`src/rtl/esc_pkg.sv`:
```
package esc_pkg;

  localparam int GATES = 4;
  localparam int SRC_W = 2;

  typedef struct packed {
    logic             capture;
    logic [SRC_W-1:0] srcCode;
  } esc_strobe_t;

  function automatic int unsigned decadeFactor(input logic [1:0] sel);
    case (sel)
      2'd0:    return 1;
      2'd1:    return 10;
      2'd2:    return 100;
      default: return 1000;
    endcase
  endfunction

endpackage

```
`src/rtl/esc_gate_sync.sv`:
```
module esc_gate_sync #(
  parameter int STAGES = 2
) (
  input  logic clk,
  input  logic rstN,
  input  logic gateIn,
  output logic rise
);
  logic [STAGES-1:0] syncQ;
  logic              prevQ;

  always_ff @(posedge clk or negedge rstN) begin
    if (!rstN) begin
      syncQ <= '0;
      prevQ <= 1'b0;
    end else begin
      syncQ <= {syncQ[STAGES-2:0], gateIn};
      prevQ <= syncQ[STAGES-1];
    end
  end

  assign rise = syncQ[STAGES-1] & ~prevQ;
endmodule

```
`src/rtl/esc_ctrl.sv`:
```
module esc_ctrl
  import esc_pkg::*;
#(
  parameter int TO_DIV = 20,
  parameter int TO_W   = 8
) (
  input  logic             clk,
  input  logic             rstN,
  input  logic [GATES-1:0] rise,
  input  logic             runEn,
  input  logic             armClear,
  input  logic             readReq,
  input  logic [TO_W-1:0]  timeoutSteps,
  output esc_strobe_t      strobe,
  output logic             eventPending,
  output logic [SRC_W-1:0] heldSrc,
  output logic             timeoutPulse
);
  localparam int PRE_W = (TO_DIV > 1) ? $clog2(TO_DIV) : 1;
  localparam logic [PRE_W-1:0] PRE_LAST = PRE_W'(TO_DIV - 1);

  logic [SRC_W-1:0] winCode;
  logic             accept;
  logic             toActive;
  logic [PRE_W-1:0] stepPre;
  logic [TO_W-1:0]  stepCnt;
  logic [TO_W:0]    nextCnt;
  logic             stepTick;
  logic             expire;

  // fixed priority: lowest index wins
  always_comb begin
    winCode = '0;
    for (int i = GATES - 1; i >= 0; i--) begin
      if (rise[i]) winCode = SRC_W'(i);
    end
  end

  assign accept   = (|rise) & runEn & ~eventPending & ~armClear;
  assign nextCnt  = {1'b0, stepCnt} + {{TO_W{1'b0}}, 1'b1};
  assign stepTick = toActive && (stepPre == PRE_LAST);
  assign expire   = stepTick && (nextCnt == {1'b0, timeoutSteps});

  always_ff @(posedge clk or negedge rstN) begin
    if (!rstN) begin
      eventPending <= 1'b0;
      heldSrc      <= '0;
      toActive     <= 1'b0;
      stepPre      <= '0;
      stepCnt      <= '0;
      timeoutPulse <= 1'b0;
    end else begin
      timeoutPulse <= 1'b0;
      if (armClear) begin
        eventPending <= 1'b0;
        toActive     <= 1'b0;
      end else if (accept) begin
        eventPending <= 1'b1;
        heldSrc      <= winCode;
        toActive     <= (timeoutSteps != '0);
        stepPre      <= '0;
        stepCnt      <= '0;
      end else if (toActive) begin
        if (readReq) begin
          toActive <= 1'b0;
        end else if (stepTick) begin
          stepPre <= '0;
          if (expire) begin
            timeoutPulse <= 1'b1;
            eventPending <= 1'b0;
            toActive     <= 1'b0;
          end else begin
            stepCnt <= nextCnt[TO_W-1:0];
          end
        end else begin
          stepPre <= stepPre + PRE_W'(1);
        end
      end
    end
  end

  assign strobe.capture = accept;
  assign strobe.srcCode = winCode;

  assert_priority_R2: assert property (@(posedge clk) disable iff (!rstN)
    $rose(eventPending) |->
      ((($past(rise) >> heldSrc) & GATES'(1)) != '0) &&
      (($past(rise) & ((GATES'(1) << heldSrc) - GATES'(1))) == '0));

  assert_lockout_R4: assert property (@(posedge clk) disable iff (!rstN)
    (eventPending && !armClear) |=> $stable(heldSrc));

  assert_pulse_single_R6: assert property (@(posedge clk) disable iff (!rstN)
    timeoutPulse |=> !timeoutPulse);

  assert_pulse_rearm_R6: assert property (@(posedge clk) disable iff (!rstN)
    timeoutPulse |-> !eventPending);

  assert_zero_off_R7: assert property (@(posedge clk) disable iff (!rstN)
    timeoutPulse |-> ($past(timeoutSteps) != '0));

  assert_run_gate_R11: assert property (@(posedge clk) disable iff (!rstN)
    (!runEn && !eventPending) |=> !eventPending);
endmodule

```
`src/rtl/esc_datapath.sv`:
```
module esc_datapath
  import esc_pkg::*;
#(
  parameter int TAG_W    = 32,
  parameter int BASE_DIV = 10
) (
  input  logic             clk,
  input  logic             rstN,
  input  logic             fastClear,
  input  logic [1:0]       divSel,
  input  esc_strobe_t      strobe,
  output logic [TAG_W-1:0] heldTag
);
  localparam int MAX_PERIOD = BASE_DIV * 1000;
  localparam int PRE_W      = $clog2(MAX_PERIOD + 1);

  logic [PRE_W-1:0] period;
  logic [PRE_W-1:0] preCnt;
  logic [TAG_W-1:0] tagCount;
  logic             tick;

  always_comb period = PRE_W'(BASE_DIV * decadeFactor(divSel));

  assign tick = (preCnt >= (period - PRE_W'(1)));

  always_ff @(posedge clk or negedge rstN) begin
    if (!rstN) begin
      preCnt   <= '0;
      tagCount <= '0;
    end else if (fastClear) begin
      preCnt   <= '0;
      tagCount <= '0;
    end else if (tick) begin
      preCnt   <= '0;
      tagCount <= tagCount + TAG_W'(1);
    end else begin
      preCnt <= preCnt + PRE_W'(1);
    end
  end

  // the registered count is latched, so a capture never sees a partial update
  always_ff @(posedge clk or negedge rstN) begin
    if (!rstN) heldTag <= '0;
    else if (strobe.capture) heldTag <= tagCount;
  end

  assert_clear_R10: assert property (@(posedge clk) disable iff (!rstN)
    fastClear |=> (tagCount == '0));

  assert_step_R9: assert property (@(posedge clk) disable iff (!rstN)
    !fastClear |=> ((tagCount == $past(tagCount)) ||
                    (tagCount == $past(tagCount) + TAG_W'(1))));

  assert_hold_R4: assert property (@(posedge clk) disable iff (!rstN)
    !strobe.capture |=> $stable(heldTag));
endmodule

```
`src/rtl/event_stamp_capture.sv`:
```
module event_stamp_capture
  import esc_pkg::*;
#(
  parameter int TAG_W       = 32,
  parameter int BASE_DIV    = 10,
  parameter int TO_DIV      = 20,
  parameter int TO_W        = 8,
  parameter int SYNC_STAGES = 2
) (
  input  logic             clk,
  input  logic             rstN,
  input  logic [3:0]       nimGate,
  input  logic             masterGateA,
  input  logic             masterGateB,
  input  logic             srcSelA,
  input  logic             srcSelB,
  input  logic             runEn,
  input  logic             armClear,
  input  logic             readReq,
  input  logic             fastClear,
  input  logic [1:0]       divSel,
  input  logic [TO_W-1:0]  timeoutSteps,
  output logic [TAG_W-1:0] heldTag,
  output logic [1:0]       heldSrc,
  output logic             eventPending,
  output logic             timeoutPulse
);
  logic [GATES-1:0] gateMux;
  logic [GATES-1:0] rise;
  esc_strobe_t      strobe;

  assign gateMux[0] = srcSelA ? masterGateA : nimGate[0];
  assign gateMux[1] = srcSelB ? masterGateB : nimGate[1];
  assign gateMux[2] = nimGate[2];
  assign gateMux[3] = nimGate[3];

  for (genvar g = 0; g < GATES; g++) begin : gSync
    esc_gate_sync #(.STAGES(SYNC_STAGES)) uSync (
      .clk    (clk),
      .rstN   (rstN),
      .gateIn (gateMux[g]),
      .rise   (rise[g])
    );
  end

  esc_ctrl #(.TO_DIV(TO_DIV), .TO_W(TO_W)) uCtrl (
    .clk          (clk),
    .rstN         (rstN),
    .rise         (rise),
    .runEn        (runEn),
    .armClear     (armClear),
    .readReq      (readReq),
    .timeoutSteps (timeoutSteps),
    .strobe       (strobe),
    .eventPending (eventPending),
    .heldSrc      (heldSrc),
    .timeoutPulse (timeoutPulse)
  );

  esc_datapath #(.TAG_W(TAG_W), .BASE_DIV(BASE_DIV)) uData (
    .clk       (clk),
    .rstN      (rstN),
    .fastClear (fastClear),
    .divSel    (divSel),
    .strobe    (strobe),
    .heldTag   (heldTag)
  );
endmodule

```
`config.mk`:
```
export PLATFORM = sky130hd
export DESIGN_NAME = event_stamp_capture
export DESIGN_NICKNAME = d
export VERILOG_FILES = /design/src/rtl/esc_pkg.sv /design/src/rtl/esc_gate_sync.sv /design/src/rtl/esc_ctrl.sv /design/src/rtl/esc_datapath.sv /design/src/rtl/event_stamp_capture.sv
export SDC_FILE = /design/constraint.sdc
export NUM_CORES = 1
export LEC_CHECK = 0
export ABC_AREA = 1
export BUFFER_PORTS_ARGS = -buffer_cell sky130_fd_sc_hd__buf_2
export CAP_MARGIN = 20
export CORE_MARGIN = 3
export CORE_UTILIZATION = 54
export CTS_CLUSTER_DIAMETER = 120
export DETAILED_ROUTE_END_ITERATION = 8
export GPL_ROUTABILITY_DRIVEN = 0
export GPL_TIMING_DRIVEN = 1
export HOLD_SLACK_MARGIN = 0.03
export PLACE_DENSITY = 0.81
export SYNTH_ARGS = -nofsm -noshare
export SYNTH_HDL_FRONTEND = slang
export SYNTH_SLANG_ARGS = --single-unit
```
`constraint.sdc`:
```
create_clock -name clk -period 1.7 [get_ports clk]
set_input_delay 0.085 -clock clk [delete_from_list [all_inputs] [get_ports clk]]
set_output_delay 0.085 -clock clk [all_outputs]
set_load 0.05 [all_outputs]
```
==> run summary <==
Walking the worst path, the cells encountered are ha_1, a21oi_1, o21ai_1, a21oi_2, nand2_4, nor2_4, buf_6, clkbuf_16, nand2_1, o21ai_1. The reported max-cap violation count is 0. The worst voltage drop across the vdd grid came out at 0.438 mV.

Summed over all cells, the static leakage comes to 4.12 nW. The boundary pin count is 60. Synthesis inferred 108 register bits. Of the synthesized area, sequential elements account for 44.7%. The number of cells on the worst reg-to-reg path came out at 10. For this run, the leading register cell type out of synthesis is sky130_fd_sc_hd__dfrtp_1. The largest net degree at the start of global routing came out at 41.

The category of the worst setup path launch point is a flop. The number of antenna diodes in the final layout is 0. The highest metal layer carrying signal wires in the routed design is met4. The largest fanout on the critical path is 4. The internal cell power came out at 3.66 mW. The simple-gate area share of the yosys netlist is 32.6%. Relative to the synthesized area, the layout overhead comes to 36.9%. The power per unit of standard cell area is 628 nW/um^2. Setup repair after global routing could not meet its margin everywhere. The initial antenna violation count came out at 0. Hold timing on the final database bottoms out at a slack of 0.0887 ns. The dominant combinational cell family by area after synthesis is simple AND/OR/NAND/NOR gates. The hold-critical path depth came out at 4. The share of power burned in the clock network is 28.4%.

In the routed layout, each cell is associated on average with a via count of 5.59. The floorplan core area is 10,900 um^2. The maximum clock skew at final layout came out at 0.0159 ns. The cell type of the slowest stage on the worst timing path is sky130_fd_sc_hd__dfrtp_1. The antenna violation net count after detailed routing came out at 0. The number of rows created at floorplan is 38. The clock tree from TritonCTS is done. The most prevalent standard cell on the critical path is sky130_fd_sc_hd__o21ai_1. The synthesized-area fraction occupied by ao, oa, aoi and oai cells is 5.44%.

The overflow left after global routing is 0. The utilization of the core after routing came out at 76.1%. The number of vias after detailed routing came out at 6,081. The clock latency reported for the late side of the worst-skew pair is 0.39 ns. The final net count is 992. STA classifies the critical path endpoint as a flop. The routed wirelength normalized by instance count is 16.3 um. The worst hold path belongs to the class input pin to flop.

The critical path data required time came out at 2.02 ns. In this design, the stage delay of the slowest critical-path cell is 0.41 ns. The checks that failed: setup timing. The synthesized cell area came out at 6050 um^2.

The global-route usage over all layers came out at 25.4%. The detailed router finished its first iteration with 639 violations. The initial core utilization is 55.6%.

The logic gate share of total power is 19.9%. Counting the fill cells in the layout gives 708. The half-perimeter wire length of the detailed placement result came out at 11,100 um. The total cell area at the placement stage is 7250 um^2. The portion of the clock cycle consumed by the worst path in the final layout is 117%. Leaving out fill and tap cells, the most frequent cells in the layout are sky130_fd_sc_hd__nand2_1 (198), sky130_fd_sc_hd__dfrtp_1 (106), sky130_fd_sc_hd__buf_4 (91). After Yosys synthesis, XOR and XNOR cells account for 4.20% of the synthesized area. The finished cells cover 8280 um^2. Clock tree synthesis selected as its root buffer the cell sky130_fd_sc_hd__clkbuf_8. The number of nets handed over by synthesis was 823. The number of CTS-inserted buffers came out at 9.

The count of pins over their slew limit came out at 0. The logic depth of the worst path, buffers included is 10. The category of the most critical setup path is flop to flop.

The final worst-path setup slack is -0.281 ns. The number of buffers between clock root and the deepest sink came out at 2. The clock tree synthesis step divided the H-tree into 3 levels. The run finished, with violations left. The width of the die is 112 um. The switching power summed over all nets is 1.54 mW.

The vertical die dimension came out at 112 um. Yosys mapped a number of flops with a built-in enable equal to 0. The first detailed-routing pass took 5 iterations. The total DRC errors in the routed layout is 0. Multiplexer cells account for 0.372% of the synthesized area. Of the total power, the share spent switching nets is 29.7%. For this run, the top clock speed supported by timing is 505 MHz.

The library cell used most frequently in the layout, excluding fill and tap cells, is sky130_fd_sc_hd__nand2_1. The total routed wirelength came out at 17,700 um. The count of clock tree sinks is 108. The final number of setup-violating endpoints is 56. The share of post-route cells with drive strength above 1 is 32.7%. The die outline area came out at 12,500 um^2. The minimum setup slack among reg-to-reg paths came out at -0.28 ns. The average instance in the mapped netlist occupies 7.82 um^2. The number of hold violations in the final report is 0. The count of input and output buffers is 59. STA puts the critical path data arrival time at 2.30 ns. Before CTS, the worst setup slack after placement is -0.485 ns.

The met1 layer wirelength in the final routing came out at 6920 um. Synthesis produced a netlist whose cell count is 773. For the finished layout, the period the worst path requires is 1.98 ns. The post-synthesis cell type count is 42. The worst hold path begins at fastClear. Among cell families on the critical path, the largest total delay comes from compound AO/OA/AOI/OAI gates. Wire segments on met2 add up to 8880 um in the final route.

The clock-pin slew on the worst setup and hold paths came out at 0.11 ns. The number of buffer and inverter instances along the worst setup path is 2. The launching instance or port of the critical path is uData.preCnt[9]. Of the total power, registers draw 51.7%. The number of synthesis warnings came out at 0. The share of async-settable or async-resettable flops after synthesis came out at 100%. The routed wire length on met3 is 1070 um. The adder-cell share of the synthesized area is 5.38%. The number of global-route vias before repair is 5,494. The global-route wire length before repair is 25,700 um. The startpoint identified for the worst register-to-register timing path is uData.preCnt[9].
logic make-up after synthesis:
| logic type | count (synthesis) |
|---|---|
| AND/OR/NAND/NOR | 441 |
| other | 1 |
| XOR/XNOR | 29 |
| multiplexers | 2 |
| adder cells (fa/ha/maj) | 26 |
| buffers and inverters | 105 |
| AO/OA/AOI/OAI | 61 |
| flip-flops | 108 |
layout make-up:
class	instances	area, um^2	share of cell area (%)
timing repair buffer	180	1460	17.6
clock inverter	6	38.8	0.468
multi-input combinational	561	3440	41.5
tap	140	175	2.11
sequential	108	2710	32.7
clock buffer	10	138	1.66
inverter	82	332	4.00
metrics by stage:
| stage | TNS (ns) | power, mW | cells |
|---|---|---|---|
| floorplan | -3.73 | 3.18 | 773 |
| global placement | -17.31 | 3.49 | 1037 |
| detailed placement | -21.50 | 3.51 | 1037 |
| CTS | -2.82 | 5.06 | 1068 |
| global route | -14.08 | 5.43 | 1087 |
| finish | -10.71 | 5.21 | 1087 |
state kept, by name (all words and copies together), names as in the netlist:
register            count
gSync.uSync.prevQ       4
gSync.uSync.syncQ       8
uCtrl.eventPending      1
uCtrl.heldSrc           2
uCtrl.stepCnt           8
uCtrl.stepPre           5
uCtrl.timeoutPulse      1
uCtrl.toActive          1
uData.heldTag          32
uData.preCnt           14
uData.tagCount         32
layer usage:
metal	vias to the layer above	global-route usage (%)
met5	-	0
met3	98	3.48
met1	2865	32.9
met2	288	42.6
met4	0	11.0
li1	2830	-
cells in the mapped netlist (9+ instances only):
cell type,count,area [um^2]
sky130_fd_sc_hd__nand2_1,238,893
sky130_fd_sc_hd__nand3_1,46,230
sky130_fd_sc_hd__nand4_1,35,219
sky130_fd_sc_hd__o21ai_0,22,110
sky130_fd_sc_hd__a21oi_1,19,95.1
sky130_fd_sc_hd__o21ai_1,12,60.1
sky130_fd_sc_hd__nor2_2,9,56.3
sky130_fd_sc_hd__nor3_1,14,70.1
sky130_fd_sc_hd__nor2_1,70,263
sky130_fd_sc_hd__ha_1,26,325
sky130_fd_sc_hd__inv_1,77,289
sky130_fd_sc_hd__xnor2_1,14,123
sky130_fd_sc_hd__dfrtp_1,108,2700
sky130_fd_sc_hd__xor2_1,15,131
final timing paths:
path / endpoint
max reg2reg: uData.tagCount[21]
min in group asynchronous: uCtrl.stepCnt[2]
max: uData.tagCount[21]
min: uData.tagCount[16]
max in group asynchronous: uData.tagCount[18]
min reg2reg: gSync[2].uSync.syncQ[1]
repair_timing:
item,CTS,global route
hold buffers,9,1
resized for setup,52,72
gates cloned,2,6
hold endpoints to repair,114,1
setup buffers,4,13
setup endpoints to repair,56,90
pin swaps,16,28
worst min-delay path: cells and delay by family:
| kind | cells | cell delay (ns) |
|---|---|---|
| and+or+nand+nor | 2 | 0.16 |
| buffers and inverters | 2 | 0.21 |
power by group through the flow:
stage               logic (mW)  registers [mW]  clock network [mW]
floorplan                0.409            2.77                   0
global placement         0.772            2.72                   0
detailed placement       0.791            2.72                   0
CTS                      0.897            2.69                1.48
global route              1.12            2.70                1.61
finish                    1.03            2.69                1.48
No activity file was read; power rests on OpenSTA's default activity.
